[src/rtl/fpcsr_pkg.sv]
package fpcsr_pkg;

    typedef enum logic [1:0] {
        VIEW_FLAGS = 2'd0,
        VIEW_RMODE = 2'd1,
        VIEW_WORD  = 2'd2,
        VIEW_RSVD  = 2'd3
    } fp_view_e;

    typedef enum logic [1:0] {
        ST_IDLE      = 2'd0,
        ST_READ_ACK  = 2'd1,
        ST_WRITE_ACK = 2'd2,
        ST_DENY      = 2'd3
    } acc_state_e;

    localparam logic [1:0] FS_OFF   = 2'b00;
    localparam logic [1:0] FS_DIRTY = 2'b11;

endpackage

[src/rtl/fpcsr_view_mux.sv]
module fpcsr_view_mux
    import fpcsr_pkg::*;
#(
    parameter int XLEN   = 32,
    parameter int FLAG_W = 5,
    parameter int RM_W   = 3
) (
    input  fp_view_e          view,
    input  logic [FLAG_W-1:0] flags,
    input  logic [RM_W-1:0]   rmode,
    input  logic [XLEN-1:0]   wdata,
    input  logic [XLEN-1:0]   wmask,
    output logic [XLEN-1:0]   old_val,
    output logic [FLAG_W-1:0] new_flags,
    output logic [RM_W-1:0]   new_rmode,
    output logic              hits_flags,
    output logic              hits_rmode,
    output logic              view_ok
);
    localparam int WORD_W = FLAG_W + RM_W;

    logic [XLEN-1:0] merged;

    always_comb begin
        unique case (view)
            VIEW_FLAGS: old_val = XLEN'(flags);
            VIEW_RMODE: old_val = XLEN'(rmode);
            VIEW_WORD:  old_val = XLEN'({rmode, flags});
            default:    old_val = '0;
        endcase
    end

    assign merged = (old_val & ~wmask) | (wdata & wmask);

    always_comb begin
        new_flags  = flags;
        new_rmode  = rmode;
        hits_flags = 1'b0;
        hits_rmode = 1'b0;
        view_ok    = 1'b1;
        unique case (view)
            VIEW_FLAGS: begin
                new_flags  = merged[FLAG_W-1:0];
                hits_flags = 1'b1;
            end
            VIEW_RMODE: begin
                new_rmode  = merged[RM_W-1:0];
                hits_rmode = 1'b1;
            end
            VIEW_WORD: begin
                new_flags  = merged[FLAG_W-1:0];
                new_rmode  = merged[WORD_W-1:FLAG_W];
                hits_flags = 1'b1;
                hits_rmode = 1'b1;
            end
            default: view_ok = 1'b0;
        endcase
    end
endmodule

[src/rtl/fpcsr_fields.sv]
module fpcsr_fields #(
    parameter int FLAG_W = 5,
    parameter int RM_W   = 3
) (
    input  logic              clk,
    input  logic              rst_n,
    input  logic              flag_we,
    input  logic [FLAG_W-1:0] flag_wdata,
    input  logic              rm_we,
    input  logic [RM_W-1:0]   rm_wdata,
    input  logic              acc_valid,
    input  logic [FLAG_W-1:0] acc_flags,
    output logic [FLAG_W-1:0] flags,
    output logic [RM_W-1:0]   rmode
);
    always_ff @(posedge clk) begin
        if (!rst_n) begin
            flags <= '0;
        end else if (flag_we) begin
            flags <= flag_wdata;
        end else if (acc_valid) begin
            flags <= flags | acc_flags;
        end
    end

    always_ff @(posedge clk) begin
        if (!rst_n) begin
            rmode <= '0;
        end else if (rm_we) begin
            rmode <= rm_wdata;
        end
    end

    // accumulation is an OR into the previous flags
    a_r9_sticky_or: assert property (@(posedge clk) disable iff (!rst_n)
        (acc_valid && !flag_we) |=> (flags == ($past(flags) | $past(acc_flags))));

    // a CSR write to the flags beats accumulation
    a_r10_write_wins: assert property (@(posedge clk) disable iff (!rst_n)
        flag_we |=> (flags == $past(flag_wdata)));

    a_r12_rmode_hold: assert property (@(posedge clk) disable iff (!rst_n)
        !rm_we |=> $stable(rmode));
endmodule

[src/rtl/fpcsr_ctrl.sv]
module fpcsr_ctrl
    import fpcsr_pkg::*;
#(
    parameter int XLEN = 32
) (
    input  logic            clk,
    input  logic            rst_n,
    input  logic            csr_req,
    input  logic            view_ok,
    input  logic            wmask_any,
    input  logic [1:0]      fs_state,
    input  logic [XLEN-1:0] old_val,
    output logic            commit,
    output logic            rsp_valid,
    output logic            rsp_err,
    output logic            fs_dirty_set,
    output logic [XLEN-1:0] rsp_rdata
);
    acc_state_e state_q, state_d;
    logic       allowed;
    logic       req_rsvd;

    assign allowed  = view_ok && (fs_state != FS_OFF);
    assign commit   = csr_req && allowed && wmask_any;
    assign req_rsvd = csr_req && !view_ok;

    always_comb begin
        state_d = ST_IDLE;
        if (csr_req) begin
            if (!allowed)       state_d = ST_DENY;
            else if (wmask_any) state_d = ST_WRITE_ACK;
            else                state_d = ST_READ_ACK;
        end
    end

    always_ff @(posedge clk) begin
        if (!rst_n) state_q <= ST_IDLE;
        else        state_q <= state_d;
    end

    always_ff @(posedge clk) begin
        if (!rst_n)                  rsp_rdata <= '0;
        else if (csr_req && allowed) rsp_rdata <= old_val;
        else                         rsp_rdata <= '0;
    end

    always_comb begin
        rsp_valid    = 1'b0;
        rsp_err      = 1'b0;
        fs_dirty_set = 1'b0;
        unique case (state_q)
            ST_IDLE: ;
            ST_READ_ACK: rsp_valid = 1'b1;
            ST_WRITE_ACK: begin
                rsp_valid    = 1'b1;
                fs_dirty_set = 1'b1;
            end
            ST_DENY: begin
                rsp_valid = 1'b1;
                rsp_err   = 1'b1;
            end
            default: ;
        endcase
    end

    a_r2_ack_follows_req: assert property (@(posedge clk) disable iff (!rst_n)
        csr_req |=> rsp_valid);

    a_r2_no_ack_without_req: assert property (@(posedge clk) disable iff (!rst_n)
        !csr_req |=> !rsp_valid);

    a_r7_deny_silent: assert property (@(posedge clk) disable iff (!rst_n)
        rsp_err |-> (!fs_dirty_set && rsp_rdata == '0));

    a_r11_rsvd_refused: assert property (@(posedge clk) disable iff (!rst_n)
        req_rsvd |=> rsp_err);
endmodule

[src/rtl/fpcsr_unit.sv]
module fpcsr_unit
    import fpcsr_pkg::*;
#(
    parameter int XLEN   = 32,
    parameter int FLAG_W = 5,
    parameter int RM_W   = 3
) (
    input  logic              clk,
    input  logic              rst_n,
    input  logic              csr_req,
    input  logic [1:0]        csr_view,
    input  logic [XLEN-1:0]   csr_wdata,
    input  logic [XLEN-1:0]   csr_wmask,
    input  logic [1:0]        fs_state,
    input  logic              fpu_flag_valid,
    input  logic [FLAG_W-1:0] fpu_flags,
    output logic              rsp_valid,
    output logic              rsp_err,
    output logic [XLEN-1:0]   rsp_rdata,
    output logic              fs_dirty_set,
    output logic [RM_W-1:0]   rmode_out
);
    logic [FLAG_W-1:0] flags, new_flags;
    logic [RM_W-1:0]   rmode, new_rmode;
    logic [XLEN-1:0]   old_val;
    logic              hits_flags, hits_rmode, view_ok, commit;

    fpcsr_view_mux #(.XLEN(XLEN), .FLAG_W(FLAG_W), .RM_W(RM_W)) u_mux (
        .view       (fp_view_e'(csr_view)),
        .flags      (flags),
        .rmode      (rmode),
        .wdata      (csr_wdata),
        .wmask      (csr_wmask),
        .old_val    (old_val),
        .new_flags  (new_flags),
        .new_rmode  (new_rmode),
        .hits_flags (hits_flags),
        .hits_rmode (hits_rmode),
        .view_ok    (view_ok)
    );

    fpcsr_ctrl #(.XLEN(XLEN)) u_ctrl (
        .clk          (clk),
        .rst_n        (rst_n),
        .csr_req      (csr_req),
        .view_ok      (view_ok),
        .wmask_any    (|csr_wmask),
        .fs_state     (fs_state),
        .old_val      (old_val),
        .commit       (commit),
        .rsp_valid    (rsp_valid),
        .rsp_err      (rsp_err),
        .fs_dirty_set (fs_dirty_set),
        .rsp_rdata    (rsp_rdata)
    );

    fpcsr_fields #(.FLAG_W(FLAG_W), .RM_W(RM_W)) u_fields (
        .clk        (clk),
        .rst_n      (rst_n),
        .flag_we    (commit && hits_flags),
        .flag_wdata (new_flags),
        .rm_we      (commit && hits_rmode),
        .rm_wdata   (new_rmode),
        .acc_valid  (fpu_flag_valid),
        .acc_flags  (fpu_flags),
        .flags      (flags),
        .rmode      (rmode)
    );

    assign rmode_out = rmode;

    a_r8_dirty_only_ok: assert property (@(posedge clk) disable iff (!rst_n)
        fs_dirty_set |-> (rsp_valid && !rsp_err));

    a_r7_fs_off_hold: assert property (@(posedge clk) disable iff (!rst_n)
        (csr_req && fs_state == FS_OFF) |=> $stable(rmode_out));
endmodule

[config.mk]
export PLATFORM = sky130hd
export DESIGN_NAME = fpcsr_unit
export DESIGN_NICKNAME = d
export VERILOG_FILES = /design/src/rtl/fpcsr_pkg.sv /design/src/rtl/fpcsr_view_mux.sv /design/src/rtl/fpcsr_fields.sv /design/src/rtl/fpcsr_ctrl.sv /design/src/rtl/fpcsr_unit.sv
export SDC_FILE = /design/constraint.sdc
export NUM_CORES = 1
export LEC_CHECK = 0
export ABC_AREA = 1
export ABC_CLOCK_PERIOD_IN_PS = 2100
export BUFFER_PORTS_ARGS = -buffer_cell sky130_fd_sc_hd__buf_2
export CAP_MARGIN = 15
export CORE_MARGIN = 5
export CORE_UTILIZATION = 35
export CTS_CLUSTER_SIZE = 24
export DETAILED_ROUTE_END_ITERATION = 6
export GPL_ROUTABILITY_DRIVEN = 0
export PLACE_DENSITY_LB_ADDON = 0.05
export SLEW_MARGIN = 20
export SYNTH_ARGS = -nofsm -noshare
export SYNTH_HDL_FRONTEND = slang
export SYNTH_HIERARCHICAL = 1
export SYNTH_SLANG_ARGS = --single-unit
[constraint.sdc]
create_clock -name clk -period 2.1 [get_ports clk]
set_input_delay 0.42 -clock clk [delete_from_list [all_inputs] [get_ports clk]]
set_output_delay 0.42 -clock clk [all_outputs]
set_load 0.05 [all_outputs]
==> flow_metrics.py <==
metrics = {
    "floorplan": {
        "floorplan.die.width_um": 91.1,
        "floorplan.io_pins": 115,
        "chipHeight_um": 91.1,
        "floorplan.rows": 29,
        "floorplan.initialDensity_pct": 36.0,
        "core_um2": 6390,
        "floorplan.die_area_um2": 8300,
    },
    "run": {
        "drv.max_cap_violation_count": 0,
    },
    "global_routing": {
        "grt_pass1_vias": 1868,
        "grt_start_max_net_pins": 22,
        "grt_antenna_before_repair": 0,
        "grt_util_all_layers_pct": 12.3,
        "first_pass_grt_wire_length_um": 8400,
        "globalRoute.totalOverflow": 0,
    },
    "timing": {
        "layout_worst_path_cycle_share_pct": 77.6,
        "unrepaired_setup_endpoints_after_global_routing": "false",
        "whs_ns": 0.425,
        "worst_case_setup_margin_in_the_final_layout_ns": 0.471,
        "finalMaxSlewViolations": 0,
        "setup-tns-final_ns": 0,
        "fmaxAchievable_ghz": 0.614,
        "finalSetupViolCount": 0,
        "finalHoldViolCount": 0,
        "period_minus_slack_ns": 1.63,
        "timing.clock.skew_ns": 0.00412,
    },
    "route": {
        "postRouteAntennaNets": 0,
        "vias": 1921,
        "drt_total_wl_um": 4820,
        "drt_iter0_markers": 30,
        "drt-vias-per-instance": 3.80,
        "remaining_drc_errors": 0,
        "wl_per_cell_um": 9.52,
        "drtPass1Iterations": 4,
    },
    "synthesis": {
        "synthDominantCellAreaShare_pct": 36.5,
        "synth_compound_gate_area_share_pct": 5.00,
        "synth-adder-area-share_pct": 2.18,
        "proportion_of_synthesized_chip_area_in_sequential_cells_pct": 36.5,
        "yosysWarnings": 6,
        "netlist_area_um2": 2300,
        "synth_mux_area_share_pct": 0,
        "synthXorXnorAreaFrac_pct": 0,
        "synth_area_per_cell_um2": 6.87,
        "yosysUniqueCellTypes": 24,
        "synth_top_family_by_area": "simple AND/OR/NAND/NOR gates",
        "synth-seq-cells": 42,
        "synth_edf_count": 0,
        "synth_async_sr_flop_share_pct": 0,
        "yosys.area.top_type": "dfxtp_1",
        "synth_top_flop_cell": "dfxtp_1",
        "post_synthesis_instance_total": 335,
        "synth_simple_gate_area_share_pct": 31.8,
        "synth_area_leaders": "dfxtp_1, inv_1, nand2_1, nor2_2, buf_4",
    },
    "finish": {
        "final_area_um2": 2850,
        "final_util_pct": 44.6,
        "fillerInstances": 688,
        "antenna-diode-count": 0,
        "final_net_count": 509,
        "area_growth_pct": 23.9,
        "drive_above_1_share_pct": 33.8,
    },
    "power_and_ir_drop": {
        "power.internal_uw": 1430,
        "combPwrFrac_pct": 18.7,
        "power.clock.fraction_pct": 38.5,
        "p_switching_uw": 546,
        "pwr-share-seq_pct": 42.8,
        "cellLeakagePower_uw": 0.00161,
        "swShare_pct": 27.7,
        "power_per_cell_area_nw_per_um2": 692,
        "max_vdd_drop_mv": 0.384,
    },
    "clock_network": {
        "clock_tree.buffer_depth": 2,
        "post-cts-setup-buffers": 0,
        "cts_hold_repair.buffers": 0,
        "cts_sinks": 42,
        "clock_insertion_delay_worst_skew_ns": 0.29,
        "number_of_cells_upsized_or_downsized_after_cts": 0,
        "clock-root-buffer": "clkbuf_8",
        "cts.htree.levels": 2,
        "tritoncts": "built",
        "tritoncts.num_buffers": 5,
        "clk_pin_slew_ns": 0.08,
    },
    "critical_path": {
        "cp.required_ns": 2.29,
        "timing.critical_path.arrival_ns": 1.82,
        "cp-end-kind": "register",
        "path_max_fanout": 10,
        "setup.worst_path.start_class": "input pin",
        "critPathKind": "input pin to register",
    },
    "hold_path": {
        "min_path_type": "input pin to register",
    },
    "placed_design": {
        "dpl_cell_area_um2": 2710,
        "place.port_buffers": 90,
        "placement.setup.worst_slack_ns": 0.134,
        "dp.final_hpwl_um": 3940,
    },
    "outcome": {
        "run_status": "complete, no violations",
    },
}
## placed cells by master, fill, tap and decap left out, drive strengths merged, types with 5 or more instances in the layout
master	instances
inv	86
o21ai	6
buf	92
clkbuf	5
a21oi	8
nand3	9
nand2	66
dfxtp	42
nor2	73
conb	24
## power by group through the flow
| stage | registers [uW] | logic (uW) | clock network (uW) |
|---|---|---|---|
| 2_1_floorplan | 934 | 225 | 0 |
| 3_3_place_gp | 863 | 365 | 0 |
| 3_5_place_dp | 863 | 369 | 0 |
| 4_1_cts | 845 | 371 | 791 |
| 5_1_grt | 849 | 415 | 827 |
| 6_report | 844 | 368 | 760 |
## cell usage after synthesis, types with 2 or more instances
cell,n
and2_1,2
a21oi_2,3
nor2_1,41
a31oi_1,3
buf_6,5
nand3_1,2
nor3_1,2
a21oi_1,5
a211oi_1,2
ha_1,4
nand3_2,6
dfxtp_1,42
nor2_2,31
o21ai_0,6
buf_4,24
inv_1,85
nand2_1,65
## metrics by stage
stage | cells | power [uW]
after global routing | 506 | 2090
after detailed placement | 498 | 1230
after global placement | 498 | 1230
after CTS | 506 | 2010
final | 506 | 1970
after floorplan | 358 | 1160
## cell families after synthesis
| kind of cell | Yosys count |
|---|---|
| flip-flops | 42 |
| adder cells (fa/ha/maj) | 4 |
| other | 1 |
| buffers and inverters | 115 |
| AND/OR/NAND/NOR | 154 |
| AO/OA/AOI/OAI | 19 |
## critical path: stages
cell,delay (ns)
buf_2,0.14
inv_1,0.09
ha_1,0.41
nor2_4,0.10
inv_1,0.17
nand2_1,0.07
inv_1,0.22
nand2_1,0.09
nand2_1,0.07
nor2_1,0.04
## worst paths after layout
path | end | from | slack, ns | cells after the start
worst max register to register | u_fields/rmode[0]$_SDFFE_PN0P_ | u_fields/flags[0]$_SDFFE_PN0P_ | 0.96 | 8
worst min register to register | u_fields/flags[3]$_SDFFE_PN0P_ | u_fields/flags[3]$_SDFFE_PN0P_ | 0.55 | 4
worst min-delay path | u_fields/flags[3]$_SDFFE_PN0P_ | fpu_flags[3] | 0.42 | 5
worst max-delay path | u_fields/flags[3]$_SDFFE_PN0P_ | csr_view[0] | 0.47 | 10
## per-layer routing
metal | global-route usage, % | part of all wire, %
met5 | 0 | 0
met4 | 2.93 | 0.64
met3 | 4.46 | 7.0
met2 | 20.5 | 48
met1 | 15.1 | 45
## area by class of cell
cell class / instances / area, um2 / area share (%)
multi-input combinational: 201 / 987 / 34.6
sequential: 42 / 841 / 29.5
timing repair buffer: 92 / 465 / 16.3
inverter: 86 / 323 / 11.3
tap: 77 / 96.3 / 3.38
clock buffer: 5 / 68.8 / 2.41
clock inverter: 3 / 68.8 / 2.41
## state kept, by name, indices dropped and copies added, names as in the netlist
name and cells:
u_ctrl/rsp_rdata 32, u_fields/rmode 3, u_fields/flags 5, u_ctrl/state_q 2
Note: power is estimated with default switching activity, not from simulation.
